==> config.mk <==
export PLATFORM = sky130hd
export DESIGN_NAME = gpio_port
export DESIGN_NICKNAME = d
export VERILOG_FILES = /design/src/rtl/gpio_port_pkg.sv /design/src/rtl/gpio_in_sync.sv /design/src/rtl/gpio_regs.sv /design/src/rtl/gpio_pad_ctrl.sv /design/src/rtl/gpio_port.sv
export SDC_FILE = /design/constraint.sdc
export NUM_CORES = 1
export LEC_CHECK = 0
export ABC_AREA = 1
export CORE_ASPECT_RATIO = 0.5
export CORE_MARGIN = 10
export CORE_UTILIZATION = 50
export CTS_CLUSTER_SIZE = 14
export DETAILED_ROUTE_END_ITERATION = 7
export DONT_BUFFER_PORTS = 1
export MAX_ROUTING_LAYER = met4
export PLACE_DENSITY_LB_ADDON = 0.08
export SETUP_SLACK_MARGIN = 0.15
export SYNTH_ARGS = -nofsm -noshare
export SYNTH_HDL_FRONTEND = slang
export SYNTH_SLANG_ARGS = --single-unit
==> constraint.sdc <==
create_clock -name clk -period 1.6 [get_ports clk]
set_input_delay 0.24 -clock clk [delete_from_list [all_inputs] [get_ports clk]]
set_output_delay 0.24 -clock clk [all_outputs]
set_load 0.03 [all_outputs]
==> src/rtl/gpio_port_pkg.sv <==
package gpio_port_pkg;

  typedef enum logic [1:0] {
    SEL_OUT  = 2'd0,
    SEL_DIR  = 2'd1,
    SEL_PIN  = 2'd2,
    SEL_NONE = 2'd3
  } port_sel_e;

endpackage

==> src/rtl/gpio_in_sync.sv <==
module gpio_in_sync #(
  parameter int W      = 8,
  parameter int STAGES = 2
) (
  input  logic         clk,
  input  logic         rst,
  input  logic [W-1:0] async_in,
  output logic [W-1:0] sync_out
);

  logic [W-1:0] stage_q [STAGES];

  always_ff @(posedge clk) begin
    if (rst) begin
      for (int s = 0; s < STAGES; s++) stage_q[s] <= '0;
    end else begin
      stage_q[0] <= async_in;
      for (int s = 1; s < STAGES; s++) stage_q[s] <= stage_q[s-1];
    end
  end

  assign sync_out = stage_q[STAGES-1];

  generate
    if (STAGES == 2) begin : g_chk
      p_sync_latency_r9: assert property (@(posedge clk) disable iff (rst)
        (!$past(rst) && !$past(rst, 2)) |-> (sync_out == $past(async_in, 2)))
        else $error("synchroniser latency broken");
    end
  endgenerate

endmodule

==> src/rtl/gpio_regs.sv <==
module gpio_regs
  import gpio_port_pkg::*;
#(
  parameter  int W     = 8,
  localparam int IDX_W = (W > 1) ? $clog2(W) : 1
) (
  input  logic             clk,
  input  logic             rst,
  input  logic             we,
  input  port_sel_e        sel,
  input  logic [W-1:0]     wdata,
  input  logic             bop_en,
  input  port_sel_e        bop_sel,
  input  logic [IDX_W-1:0] bop_idx,
  input  logic             bop_val,
  output logic [W-1:0]     data_q,
  output logic [W-1:0]     dir_q
);

  logic [W-1:0] data_n, dir_n;

  always_comb begin
    data_n = data_q;
    dir_n  = dir_q;
    if (we) begin
      unique case (sel)
        SEL_OUT: data_n = wdata;
        SEL_DIR: dir_n  = wdata;
        SEL_PIN: data_n = data_q ^ wdata;
        default: ;
      endcase
    end else if (bop_en && (int'(bop_idx) < W)) begin
      unique case (bop_sel)
        SEL_OUT: data_n[bop_idx] = bop_val;
        SEL_DIR: dir_n[bop_idx]  = bop_val;
        SEL_PIN: if (bop_val) data_n[bop_idx] = ~data_q[bop_idx];
        default: ;
      endcase
    end
  end

  always_ff @(posedge clk) begin
    if (rst) begin
      data_q <= '0;
      dir_q  <= '0;
    end else begin
      data_q <= data_n;
      dir_q  <= dir_n;
    end
  end

  p_pin_zero_keeps_r3: assert property (@(posedge clk) disable iff (rst)
    (we && sel == SEL_PIN && wdata == '0) |=> (data_q == $past(data_q)))
    else $error("zero toggle mask altered data");

  p_bitop_single_r4: assert property (@(posedge clk) disable iff (rst)
    (bop_en && !we) |=>
      ($countones({data_q ^ $past(data_q), dir_q ^ $past(dir_q)}) <= 1))
    else $error("bit operation touched more than one bit");

  p_word_wins_r6: assert property (@(posedge clk) disable iff (rst)
    (we && sel == SEL_DIR && bop_en) |=> (dir_q == $past(wdata)))
    else $error("word write lost against bit operation");

endmodule

==> src/rtl/gpio_pad_ctrl.sv <==
module gpio_pad_ctrl #(
  parameter int W = 8
) (
  input  logic         clk,
  input  logic         rst,
  input  logic         pud,
  input  logic [W-1:0] data_q,
  input  logic [W-1:0] dir_q,
  output logic [W-1:0] pad_oe,
  output logic [W-1:0] pad_out,
  output logic [W-1:0] pad_pu
);

  assign pad_oe  = dir_q;
  assign pad_out = data_q;

  generate
    for (genvar n = 0; n < W; n++) begin : g_pin
      always_ff @(posedge clk) begin
        if (rst) pad_pu[n] <= 1'b0;
        else     pad_pu[n] <= ~pud & ~dir_q[n] & data_q[n];
      end
    end
  endgenerate

  p_pud_blocks_r8: assert property (@(posedge clk) disable iff (rst)
    pud |=> (pad_pu == '0))
    else $error("pull-up active while disabled");

  p_pu_inputs_only_r7: assert property (@(posedge clk) disable iff (rst)
    ((pad_pu & $past(dir_q)) == '0))
    else $error("pull-up on an output pin");

endmodule

==> src/rtl/gpio_port.sv <==
module gpio_port
  import gpio_port_pkg::*;
#(
  parameter  int W     = 8,
  localparam int IDX_W = (W > 1) ? $clog2(W) : 1
) (
  input  logic             clk,
  input  logic             rst,
  input  logic [1:0]       bus_sel,
  input  logic             bus_we,
  input  logic [W-1:0]     bus_wdata,
  output logic [W-1:0]     bus_rdata,
  input  logic             bit_en,
  input  logic [1:0]       bit_sel,
  input  logic [IDX_W-1:0] bit_idx,
  input  logic             bit_val,
  input  logic             pud,
  input  logic [W-1:0]     pad_in,
  output logic [W-1:0]     pad_oe,
  output logic [W-1:0]     pad_out,
  output logic [W-1:0]     pad_pu
);

  localparam int SYNC_STAGES = 2;

  port_sel_e    sel, bsel;
  logic [W-1:0] data_q, dir_q, pins_s;

  assign sel  = port_sel_e'(bus_sel);
  assign bsel = port_sel_e'(bit_sel);

  gpio_regs #(.W(W)) u_regs (
    .clk     (clk),
    .rst     (rst),
    .we      (bus_we),
    .sel     (sel),
    .wdata   (bus_wdata),
    .bop_en  (bit_en),
    .bop_sel (bsel),
    .bop_idx (bit_idx),
    .bop_val (bit_val),
    .data_q  (data_q),
    .dir_q   (dir_q)
  );

  gpio_pad_ctrl #(.W(W)) u_pad (
    .clk     (clk),
    .rst     (rst),
    .pud     (pud),
    .data_q  (data_q),
    .dir_q   (dir_q),
    .pad_oe  (pad_oe),
    .pad_out (pad_out),
    .pad_pu  (pad_pu)
  );

  gpio_in_sync #(.W(W), .STAGES(SYNC_STAGES)) u_sync (
    .clk      (clk),
    .rst      (rst),
    .async_in (pad_in),
    .sync_out (pins_s)
  );

  always_ff @(posedge clk) begin
    if (rst) begin
      bus_rdata <= '0;
    end else begin
      unique case (sel)
        SEL_OUT: bus_rdata <= data_q;
        SEL_DIR: bus_rdata <= dir_q;
        SEL_PIN: bus_rdata <= pins_s;
        default: bus_rdata <= '0;
      endcase
    end
  end

  p_reserved_reads_zero_r10: assert property (@(posedge clk) disable iff (rst)
    (sel == SEL_NONE) |=> (bus_rdata == '0))
    else $error("unused select returned data");

  p_unused_write_ignored_r10: assert property (@(posedge clk) disable iff (rst)
    (bus_we && sel == SEL_NONE) |=> (pad_out == $past(pad_out) && pad_oe == $past(pad_oe)))
    else $error("write to unused select changed state");

endmodule

==> flow_metrics.env <==
export IMPL_register_area_um2=961
export IMPL_drt_initial_drc_count=209
export IMPL_clkLatencyLatePin_ns=0.29
export IMPL_synth_distinct_cells=27
export IMPL_synth_xor_area_share_pct=0
export IMPL_startpoint="u_regs.data_q[5]$_SDFFE_PP0P_"
export IMPL_status="complete, no violations"
export IMPL_cts_buffers=5
export IMPL_nNetsFinal=377
export IMPL_hp_class="in2reg"
export IMPL_clk_pin_slew_worst_paths_ns=0.08
export IMPL_drc=0
export IMPL_synth_commonest_cells="nand2_1, nor2_1, dfxtp_1"
export IMPL_leakage_nw=1.14
export IMPL_core_um2=4450
export IMPL_syn_area_um2=2330
export IMPL_synthMuxAreaShare_pct=0
export IMPL_ys_seq_elements=48
export IMPL_antenna_found_initial=0
export IMPL_crit_required_ns=1.82
export IMPL_rsz0062_at_grt="false"
export IMPL_multi_input_area_um2=1130
export IMPL_rows=17
export IMPL_setup_slack_ns=0.407
export IMPL_port_buffers=0
export IMPL_htree_levels=2
export IMPL_synth_fa_ha_area_share_pct=0
export IMPL_die_w_um=117
export IMPL_grt_overflow_total=0
export IMPL_viasPerCell=5.03
export IMPL_track_usage_pct=15.1
export IMPL_end_kind="register"
export IMPL_ant_nets=0
export IMPL_fmax_mhz=838
export IMPL_drive_gt1_share_pct=10.6
export IMPL_synthCells=337
export IMPL_setup_tns_ns=0
export IMPL_ys_flop_type="dfxtp_1"
export IMPL_routabilityCongestion=0.889
export IMPL_finalHoldViolations=0
export IMPL_fin_skew_ns=0.00128
export IMPL_fillCellCount=411
export IMPL_worst_pin_slew_ns=0.583
export IMPL_avgSynthCellArea_um2=6.91
export IMPL_ys_async_sr_fraction_pct=0
export IMPL_die_h_um=68.3
export IMPL_clockRootBuffer="clkbuf_8"
export IMPL_synth_nets=366
export IMPL_power_density_nw_per_um2=951
export IMPL_dp_final_hpwl_mm=4.52
export IMPL_grt_pass1_vias=1742
export IMPL_cts_tree="yes"
export IMPL_netlist_area_leader_share_pct=41.3
export IMPL_pin_count=61
export IMPL_finalSetupViolations=0
export IMPL_grt_pass1_wl_mm=9.20
export IMPL_worstSetupStartpointType="register"
export IMPL_post_place_ws_ns=0.319
export IMPL_crit_type="reg2reg"
export IMPL_synth_top_family_by_area="simple AND/OR/NAND/NOR gates"
export IMPL_cap_violations=0
export IMPL_num_vias=2039
export IMPL_area_growth_pct=8.60
export IMPL_period_share_pct=74.6
export IMPL_clock_path_buffers=2
export IMPL_cts_sinks=48
export IMPL_period_minus_slack_ns=1.19
export IMPL_start_util_pct=52.4
export IMPL_dieArea_um2=7950
export IMPL_irDropWorstVdd_v=0.000556
export IMPL_ys_seq_area_share_pct=41.3
export IMPL_synth_compound_area_share_pct=12.7
export IMPL_grt_max_degree=21
export IMPL_synth_edf_count=0
export IMPL_cts_setup_buffers=0
export IMPL_yosys_area_share_simple_pct=35.8
export IMPL_firstDrtPassIters=5
export IMPL_diodes=0
export IMPL_slew_limit_headroom_pct=61.1
export IMPL_synth_area_top_cells="dfxtp_1, nand2_1, nor2_1"
export IMPL_r2r_start="u_regs.data_q[5]$_SDFFE_PP0P_"
export IMPL_maxSlewViolCount=0
export IMPL_ys_warn_count=0
export IMPL_cp_arrival_ns=1.41
export IMPL_wl_per_cell_um=14.6
export IMPL_synth_most_common_cell="nand2_1"
export IMPL_routed_wl_mm=5.90
export IMPL_path_max_fanout=8
export IMPL_synth_largest_area_cell="dfxtp_1"
export IMPL_worstHoldStart="rst"
-- through the flow --
step	power, W	std cells	hold slack (ns)	cell area [um2]	util [%]
4_1_cts	0.00240	402	0.00388	2500	56.1
3_3_place_gp	0.00173	395	0.315	2410	54.3
2_1_floorplan	0.00166	337	0.347	2330	-
6_report	0.00241	405	0.00756	2530	56.9
5_1_grt	0.00253	405	0.00770	2530	56.9
3_5_place_dp	0.00173	395	0.316	2410	54.3
-- layout by cell type, fill, tap and decap left out, types with 4 or more instances in the layout --
cell	n
nand2_1	71
nor2_1	62
dfxtp_1	48
inv_1	41
nand3_1	29
buf_4	12
a21oi_1	11
o21ai_0	9
nor3_1	9
o211ai_1	8
o21bai_1	7
and3_1	7
a21oi_2	6
clkbuf_8	5
nand4_1	4
-- critical path: stages, from the launching register on --
cell	delay (ns)
dfxtp_1	0.32
inv_1	0.14
nand2_1	0.07
nand2_1	0.06
nor2_1	0.04
nor2_1	0.09
nand2_1	0.07
nand2_2	0.13
nand2_1	0.07
a21oi_1	0.14
-- path summary, 6_finish.rpt --
| path | slack, ns | cells past startpoint | end |
|---|---|---|---|
| max | 0.41 | 9 | u_regs.data_q[5]$_SDFFE_PP0P_ |
| min | 0.008 | 1 | u_sync.stage_q[0][8]$_SDFF_PP0_ |
| max reg2reg | 0.41 | 9 | u_regs.data_q[5]$_SDFFE_PP0P_ |
| min reg2reg | 0.40 | 2 | u_sync.stage_q[0][13]$_SDFF_PP0_ |
-- power breakdown --
| group | internal, W | switching [W] | total (W) |
|---|---|---|---|
| Combinational | 0.000134 | 0.000258 | 0.000392 |
| Sequential | 0.00125 | 0.0000758 | 0.00133 |
| Clock | 0.000296 | 0.000388 | 0.000684 |
-- what timing repair did --
item,in CTS,in global routing
endpoints found under the setup margin,0,4
gates resized for setup,0,1
hold endpoints to repair,0,12
hold buffers,0,3
-- cell type report --
cell class,instances,share of cell area (%)
flip-flops and latches,48,38.0
inverters,43,6.38
multi-input cells,235,44.8
repair buffers,15,4.75
well taps,57,2.82
clock buffers,5,2.72
clock inverters,2,0.495
-- cells by family (layout without fill, tap and decap cells) --
family / after synthesis / after routing
DFF: 48 / 48
AOI/OAI and AO/OA: 44 / 44
and+or+nand+nor: 191 / 191
buffers and inverters: 54 / 65
-- routing by layer --
metal / share of wire, % / vias up / wire length [um] / global-route usage (%)
li1: - / 1093 / - / -
met1: 48 / 873 / 2860 / 20.5
met3: 9.4 / 2 / 555 / 5.15
met5: 0 / - / 0 / -
met2: 42 / 71 / 2470 / 21.3
met4: 0.31 / 0 / 18 / 2.32
-- state kept, by name (all words and copies together), names as in the netlist --
register	cells
u_pad.pad_pu	8
u_sync.stage_q	16
u_regs.data_q	8
u_regs.dir_q	8
bus_rdata	8
Power figures use the tool's default switching activity.
